File: src/rtl/flash_rst_pkg.sv
package flash_rst_pkg;

  // Number of recovery edges a bank needs, picked by its busy history.
  function automatic int unsigned recov_cycles(input logic need_long,
                                               input int unsigned short_c,
                                               input int unsigned long_c);
    return need_long ? long_c : short_c;
  endfunction

  // Width of a counter that must reach 'n'.
  function automatic int unsigned cnt_width(input int unsigned n);
    return (n < 2) ? 1 : $clog2(n + 1);
  endfunction

endpackage

File: src/rtl/rst_edge_det.sv
module rst_edge_det (
  input  logic clk,
  input  logic por_n,
  input  logic hw_rst_n,
  output logic rst_fall
);
  logic hi_q;

  // The power-on state counts as "previously high", so a reset that is held
  // through power-up still produces one assertion edge.
  always_ff @(posedge clk or negedge por_n) begin
    if (!por_n) hi_q <= 1'b1;
    else        hi_q <= hw_rst_n;
  end

  assign rst_fall = hi_q & ~hw_rst_n;
endmodule

File: src/rtl/bank_recovery.sv
module bank_recovery
  import flash_rst_pkg::*;
#(
  parameter int unsigned SHORT_CYC = 125,
  parameter int unsigned LONG_CYC  = 4000
) (
  input  logic clk,
  input  logic por_n,
  input  logic hw_rst_n,
  input  logic rst_fall,
  input  logic busy_in,
  input  logic clr_in,
  output logic ready,
  output logic corrupt,
  output logic expire
);
  localparam int unsigned CW = cnt_width(LONG_CYC);

  logic [CW-1:0] cnt;
  logic          need_long;
  logic          ready_q;
  logic          corrupt_q;

  assign expire = ~ready_q & hw_rst_n &
                  (32'(cnt) == recov_cycles(need_long, SHORT_CYC, LONG_CYC) - 1);

  always_ff @(posedge clk or negedge por_n) begin
    if (!por_n) begin
      cnt       <= '0;
      need_long <= 1'b0;
      ready_q   <= 1'b0;
      corrupt_q <= 1'b0;
    end else if (!hw_rst_n) begin
      cnt     <= '0;
      ready_q <= 1'b0;
      if (rst_fall) begin
        need_long <= need_long | busy_in;
        corrupt_q <= corrupt_q | busy_in;
      end
    end else begin
      if (expire) begin
        ready_q   <= 1'b1;
        need_long <= 1'b0;
        cnt       <= '0;
      end else if (!ready_q) begin
        cnt <= cnt + 1'b1;
      end
      if (clr_in) corrupt_q <= 1'b0;
    end
  end

  assign ready   = ready_q;
  assign corrupt = corrupt_q;
endmodule

File: src/rtl/flash_rst_seq.sv
module flash_rst_seq
  import flash_rst_pkg::*;
#(
  parameter int unsigned NBANK     = 2,
  parameter int unsigned SHORT_CYC = 125,
  parameter int unsigned LONG_CYC  = 4000,
  localparam int unsigned BW = (NBANK > 1) ? $clog2(NBANK) : 1
) (
  input  logic             clk,
  input  logic             por_n,
  input  logic             hw_rst_n,
  input  logic [NBANK-1:0] bank_busy,
  input  logic [NBANK-1:0] clr_corrupt,
  input  logic             rd_en,
  input  logic [BW-1:0]    rd_bank,
  output logic             dq_oe,
  output logic             rdy_busy,
  output logic [NBANK-1:0] bank_ok,
  output logic [NBANK-1:0] data_bad
);
  logic             rst_fall;
  logic [NBANK-1:0] expire;

  initial begin
    if (SHORT_CYC < 1 || LONG_CYC < SHORT_CYC)
      $error("flash_rst_seq: need 1 <= SHORT_CYC <= LONG_CYC");
  end

  rst_edge_det u_edge (
    .clk      (clk),
    .por_n    (por_n),
    .hw_rst_n (hw_rst_n),
    .rst_fall (rst_fall)
  );

  for (genvar b = 0; b < NBANK; b++) begin : g_bank
    bank_recovery #(
      .SHORT_CYC (SHORT_CYC),
      .LONG_CYC  (LONG_CYC)
    ) u_rec (
      .clk      (clk),
      .por_n    (por_n),
      .hw_rst_n (hw_rst_n),
      .rst_fall (rst_fall),
      .busy_in  (bank_busy[b]),
      .clr_in   (clr_corrupt[b]),
      .ready    (bank_ok[b]),
      .corrupt  (data_bad[b]),
      .expire   (expire[b])
    );
  end

  assign rdy_busy = &bank_ok;
  assign dq_oe    = hw_rst_n & rd_en & bank_ok[rd_bank];
endmodule

File: config.mk
export PLATFORM = sky130hd
export DESIGN_NAME = flash_rst_seq
export DESIGN_NICKNAME = d
export VERILOG_FILES = /design/src/rtl/flash_rst_pkg.sv /design/src/rtl/rst_edge_det.sv /design/src/rtl/bank_recovery.sv /design/src/rtl/flash_rst_seq.sv
export SDC_FILE = /design/constraint.sdc
export NUM_CORES = 1
export LEC_CHECK = 0
export BUFFER_PORTS_ARGS = -buffer_cell sky130_fd_sc_hd__buf_2
export CORE_MARGIN = 8
export CORE_UTILIZATION = 52
export DETAILED_ROUTE_END_ITERATION = 12
export GPL_ROUTABILITY_DRIVEN = 0
export PLACE_DENSITY_LB_ADDON = 0.05
export SLEW_MARGIN = 30
export SYNTH_ARGS = -nofsm -noshare
export SYNTH_HDL_FRONTEND = slang
export SYNTH_SLANG_ARGS = --single-unit
File: constraint.sdc
create_clock -name clk -period 1.7 [get_ports clk]
set_input_delay 0.17 -clock clk [delete_from_list [all_inputs] [get_ports clk]]
set_output_delay 0.17 -clock clk [all_outputs]
set_load 0.01 [all_outputs]
* Word level (Yosys, flattened, before mapping)
Index checks and enable logic that the tools add are counted.
** Word-level totals
- Register bits :: 31
- Input bits :: 9
- Output and inout port bits :: 6
- Word-level logic and storage cells :: 68
** Operators by class
- $add $sub $neg :: 4
- $lt $le $gt $ge :: 1
- Eq/ne operators :: 8
- Muxes and demuxes :: 26
- Bitwise gates (word level) :: 14
- Reduce and logical (&&, ||, !) cells :: 6
** Operators by type and width (number)
- 12-bit two-way mux :: 8
- 12-bit by 32-bit == test with 1-bit output :: 2
- 32-bit by 1-bit subtractor with 32-bit output (second input constant) :: 2
- 12-bit by 1-bit adder with 12-bit output (second input constant) :: 2
- 1-bit two-way mux :: 18
- 2-bit AND reduction :: 5
- 2-bit by 1-bit inequality test with 1-bit output (second input constant) :: 4
- 1-bit AND :: 7
- 3-bit by 2-bit inequality test with 1-bit output (second input constant) :: 2
- 1-bit bitwise OR :: 4
- 1-bit NOT :: 3
- 1-bit by 2-bit less-than comparator with 1-bit output (second input constant) :: 1
- 2-bit nonzero test :: 1

* Depth between registers and ports, before layout
- Depth after elaboration :: 6
- Gate-level depth with buffers :: 5
- Gate-level depth less buffers :: 5

* By module
From an unflattened synthesis, not the netlist that was laid out.
** Second synthesis, totals
- Cells, all modules :: 160
- Area, all modules :: 1657.8 µm²
** Modules (own cells, without submodules)
- bank_recovery :: times used 2, cells an instance 77, area each 797.0 µm², seq. area each 375.4 µm²
- rst_edge_det :: times used 1, cells an instance 2, area each 40.0 µm², seq. area each 26.3 µm²
- flash_rst_seq :: times used 1, cells an instance 4, area each 23.8 µm², seq. area each 0.0 µm²

* Worst setup path before layout
OpenSTA, ideal clock, no wires.
- Kind :: reg-to-reg
- Start :: register g_bank[1].u_rec.cnt[5]
- End :: register g_bank[1].u_rec.cnt[10]
- Library setup time :: 119 ps
- Arrival time :: 1575 ps
- Data required time :: 1581 ps
- Slack :: 7 ps
- Cell stages (with the launch flop) :: 6
- Path buffers :: 1
- Period minus slack after synthesis :: 1693 ps
- Path through :: dfrtp_1 -> or4bb_1 -> o22a_1 -> o31ai_4 -> buf_4 -> nor2_1
** Between the ends
- Cells in the longest elaborated chain, start to end :: 4
- Elaborated cells on any way between the ends :: 7
- Classes of those cells :: add/sub (1); eq/ne (2); mux (3); bitwise (1)
** RTL lines
- from (decl) :: line bank_recovery.sv:19 : logic [CW-1:0] cnt;
- from (signal assigned) :: line bank_recovery.sv:46 : cnt <= cnt + 1'b1;
- 12-bit by 1-bit adder with 12-bit output / 12-bit by 32-bit == test with 1-bit output (equally long branches) :: line bank_recovery.sv:46, bank_recovery.sv:25
- 12-bit two-way mux / 1-bit AND (equally long branches) :: line bank_recovery.sv:45, bank_recovery.sv:24
- 12-bit two-way mux :: line bank_recovery.sv:41 : if (expire) begin
- 12-bit two-way mux :: line bank_recovery.sv:33 : end else if (!hw_rst_n) begin
Parallel ways exist; a longest one is shown, timed or not. The select of a mux whose other input is x is not followed.
A chain may end at the register's enable or synchronous reset.

* Worst setup path after layout
- Start :: register g_bank[1].u_rec.cnt[5]
- End :: register g_bank[1].u_rec.cnt[7]
Same word-level chain as after synthesis.

==> impl_metrics.env <==
export IMPL_synth_edff_count=0
export IMPL_drt_total_wl_um=3432
export IMPL_synth_xor_area_share_pct=11.24
export IMPL_die_area_um2=5198
export IMPL_finalHoldViolCount=0
export IMPL_cts_setup_buffers=0
export IMPL_path_delay_family="simple AND/OR/NAND/NOR gates"
export IMPL_fin_ws_ns=-0.01806
export IMPL_synth_nets=174
export IMPL_finalCriticalPeriod_ns=1.718
export IMPL_dp_slack_ns=0.001522
export IMPL_fin_skew_ns=0.005862
export IMPL_final_cells=238
export IMPL_ios=15
export IMPL_hold_worst_slack_ns=0.02771
export IMPL_netSwitchingPower_mw=0.3425
export IMPL_drive_above_1_share_pct=26.29
export IMPL_cp_data_arrival_time_ns=1.93
export IMPL_switching_share_pct=24.23
export IMPL_crit_fanout=12
export IMPL_cts_tree="built"
export IMPL_yosysSeqAreaShare_pct=47.48
export IMPL_ys_warn_count=0
export IMPL_grt_pass1_vias=1344
export IMPL_crit_path_start_kind="register"
export IMPL_leakage_nw=0.8533
export IMPL_synthMuxAreaShare_pct=2.446
export IMPL_tightest_slew_ns=0.7020
export IMPL_cts_sink_count=31
export IMPL_p_int_mw=1.071
export IMPL_fin_util_pct=64.55
export IMPL_final_period_utilization_pct=101.1
export IMPL_finalSetupViolCount=11
export IMPL_p_comb_share_pct=10.5
export IMPL_final_cell_mix="dfrtp_1, nor3_1, nor2_1, xnor2_1, buf_4"
export IMPL_die_h_um=72.10
export IMPL_antenna_found_initial=0
export IMPL_synthArstFlopShare_pct=100.0
export IMPL_clk_path_buf_depth=2
export IMPL_start_util_pct=54.05
export IMPL_cts_clk_slew_worst_paths_ns=0.09
export IMPL_p_clk_share_pct=34.1
export IMPL_fp_coreArea_um2=3028
export IMPL_grt_use_total_pct=15.24
export IMPL_synth_compound_area_share_pct=7.492
export IMPL_status="finished with violations"
export IMPL_dp_cells=229
export IMPL_grt_max_degree=32
export IMPL_routed_via_density=5.550
export IMPL_synthDistinctLibCells=36
export IMPL_firstDrtPassIters=5
export IMPL_synthFlopType="dfrtp_1"
export IMPL_rsz0062_at_grt="true"
export IMPL_critical_path_cell_chain="or4bb_1 -> o22a_2 -> o31ai_4 -> buf_12 -> nor2_1"
export IMPL_synth_simple_area_share_pct=24.54
export IMPL_cts_root_buf="clkbuf_4"
export IMPL_drv_slew=0
export IMPL_final_common_cell="dfrtp_1"
export IMPL_numCtsBuffers=5
export IMPL_grt_pass1_wl_um=6210
export IMPL_die_w_um=72.10
export IMPL_drtIter0Drc=60
export IMPL_hp_class="primary input to register"
export IMPL_vias=1321
export IMPL_synth_area_per_cell_um2=10.04
export IMPL_syn_inst=163
export IMPL_fmax_ghz=0.5821
export IMPL_fp_row_count=20
export IMPL_clk_latency_ns=0.32
export IMPL_drv_cap=0
export IMPL_fin_area_um2=1954
export IMPL_ir_drop_mv=0.4563
export IMPL_wl_per_cell_um=14.42
export IMPL_post_dp_hpwl_um=2441
export IMPL_slowest_stage="or4bb_1"
export IMPL_slowest_delay_ns=0.51
export IMPL_synth_top_family_by_area="simple AND/OR/NAND/NOR gates"
export IMPL_drc=0
export IMPL_end_kind="register"
export IMPL_ant_nets=0
export IMPL_cp_buffers_inverters=1
export IMPL_crit_required_ns=1.91
export IMPL_seq_power_share_pct=55.4
export IMPL_io_buffers=14
export IMPL_diodes=0
export IMPL_p_per_area_nw_per_um2=723.2
export IMPL_syn_area_um2=1637
export IMPL_post_dp_cell_area_um2=1858
export IMPL_htreeDepth=2
export IMPL_overflow=0
export IMPL_layout_nets=204
export IMPL_setup_worst_path_class="register to register"
export IMPL_area_delta_synth_final_pct=19.42
export IMPL_slew_headroom_pct=53.20
export IMPL_synthAdderAreaFrac_pct=1.529
export IMPL_violations="negative setup slack"
export IMPL_ys_seq_elements=31
## logic make-up (layout without fill, tap and decap cells)
logic type | Yosys count | count (layout)
AOI/OAI and AO/OA | 15 | 15
xor gates and xnor gates | 21 | 21
adders and majority gates | 2 | 2
buffers and inverters | 16 | 47
DFF | 31 | 31
muxes | 4 | 4
and+or+nand+nor | 74 | 74
## timing repair
action,in CTS,in global routing
hold endpoints to repair,30,0
cloned,0,0
gates resized for setup,0,5
hold buffers,1,0
pin swaps,0,0
endpoints found under the setup margin,11,27
## power groups by stage
stage                     clock network, mW  logic (mW)  registers (mW)
after floorplan                           0      0.0812           0.795
after global placement                    0       0.140           0.793
after detailed placement                  0       0.144           0.796
after CTS                             0.504       0.147           0.782
after global routing                  0.532       0.171           0.787
final                                 0.482       0.149           0.783
## per-layer routing
metal  track usage, %  wire (um)  vias up
met1            16.29       1403      647
li1                 -          -      626
met4            6.122         74        0
met5                0          0        -
met3            4.959        167       10
met2            26.88       1785       38
## state kept, by name, summed over array words and instances (netlist names)
name,flops
g_bank.u_rec.need_long,2
g_bank.u_rec.ready,2
g_bank.u_rec.corrupt,2
g_bank.u_rec.cnt,24
u_edge.hi_q,1
## synth_stat cells, types with 2 or more instances
library cell	count	area, um^2
a21oi_1	5	25.02
nand4b_1	3	26.28
mux2i_1	4	40.04
nor3_1	20	100.1
nor2_1	17	63.81
nand4_1	3	18.77
o22ai_1	2	12.51
ha_1	2	25.02
dfrtp_1	30	750.7
nor4_1	6	37.54
xnor2_1	16	140.1
clkbuf_1	4	15.01
nand2_1	12	45.04
inv_1	6	22.52
xor2_1	5	43.79
buf_4	5	37.54
nand4b_2	2	30.03
nand3_1	3	15.01
## final timing paths
path                                      startpoint                   endpoint  slack (ns)  cells after the start
setup / recovery              g_bank[1].u_rec.cnt[5]     g_bank[1].u_rec.cnt[7]       -0.02                      5
hold / removal                        clr_corrupt[1]    g_bank[1].u_rec.corrupt        0.03                      2
setup reg to reg              g_bank[1].u_rec.cnt[5]     g_bank[1].u_rec.cnt[7]       -0.02                      5
hold reg to reg            g_bank[0].u_rec.need_long  g_bank[0].u_rec.need_long        0.55                      2
max in group asynchronous                      por_n     g_bank[0].u_rec.cnt[1]        0.79                      2
min in group asynchronous                      por_n     g_bank[0].u_rec.cnt[8]        0.42                      2
## metrics by stage
stage | power [mW] | setup TNS [ns]
2_1_floorplan | 0.8759 | 0
3_3_place_gp | 0.9330 | 0
3_5_place_dp | 0.9399 | 0
4_1_cts | 1.434 | -0.1042
5_1_grt | 1.490 | -1.941
6_report | 1.413 | -0.1150
## final cells by class
type / count / area, um^2
clock buffers: 8 / 68.82
fillers: 262 / 1074
inverters: 6 / 22.52
multi-input cells: 116 / 789.5
flip-flops and latches: 31 / 778.2
well taps: 44 / 55.05
repair buffers: 33 / 240.2
Power figures use the tool's default switching activity.
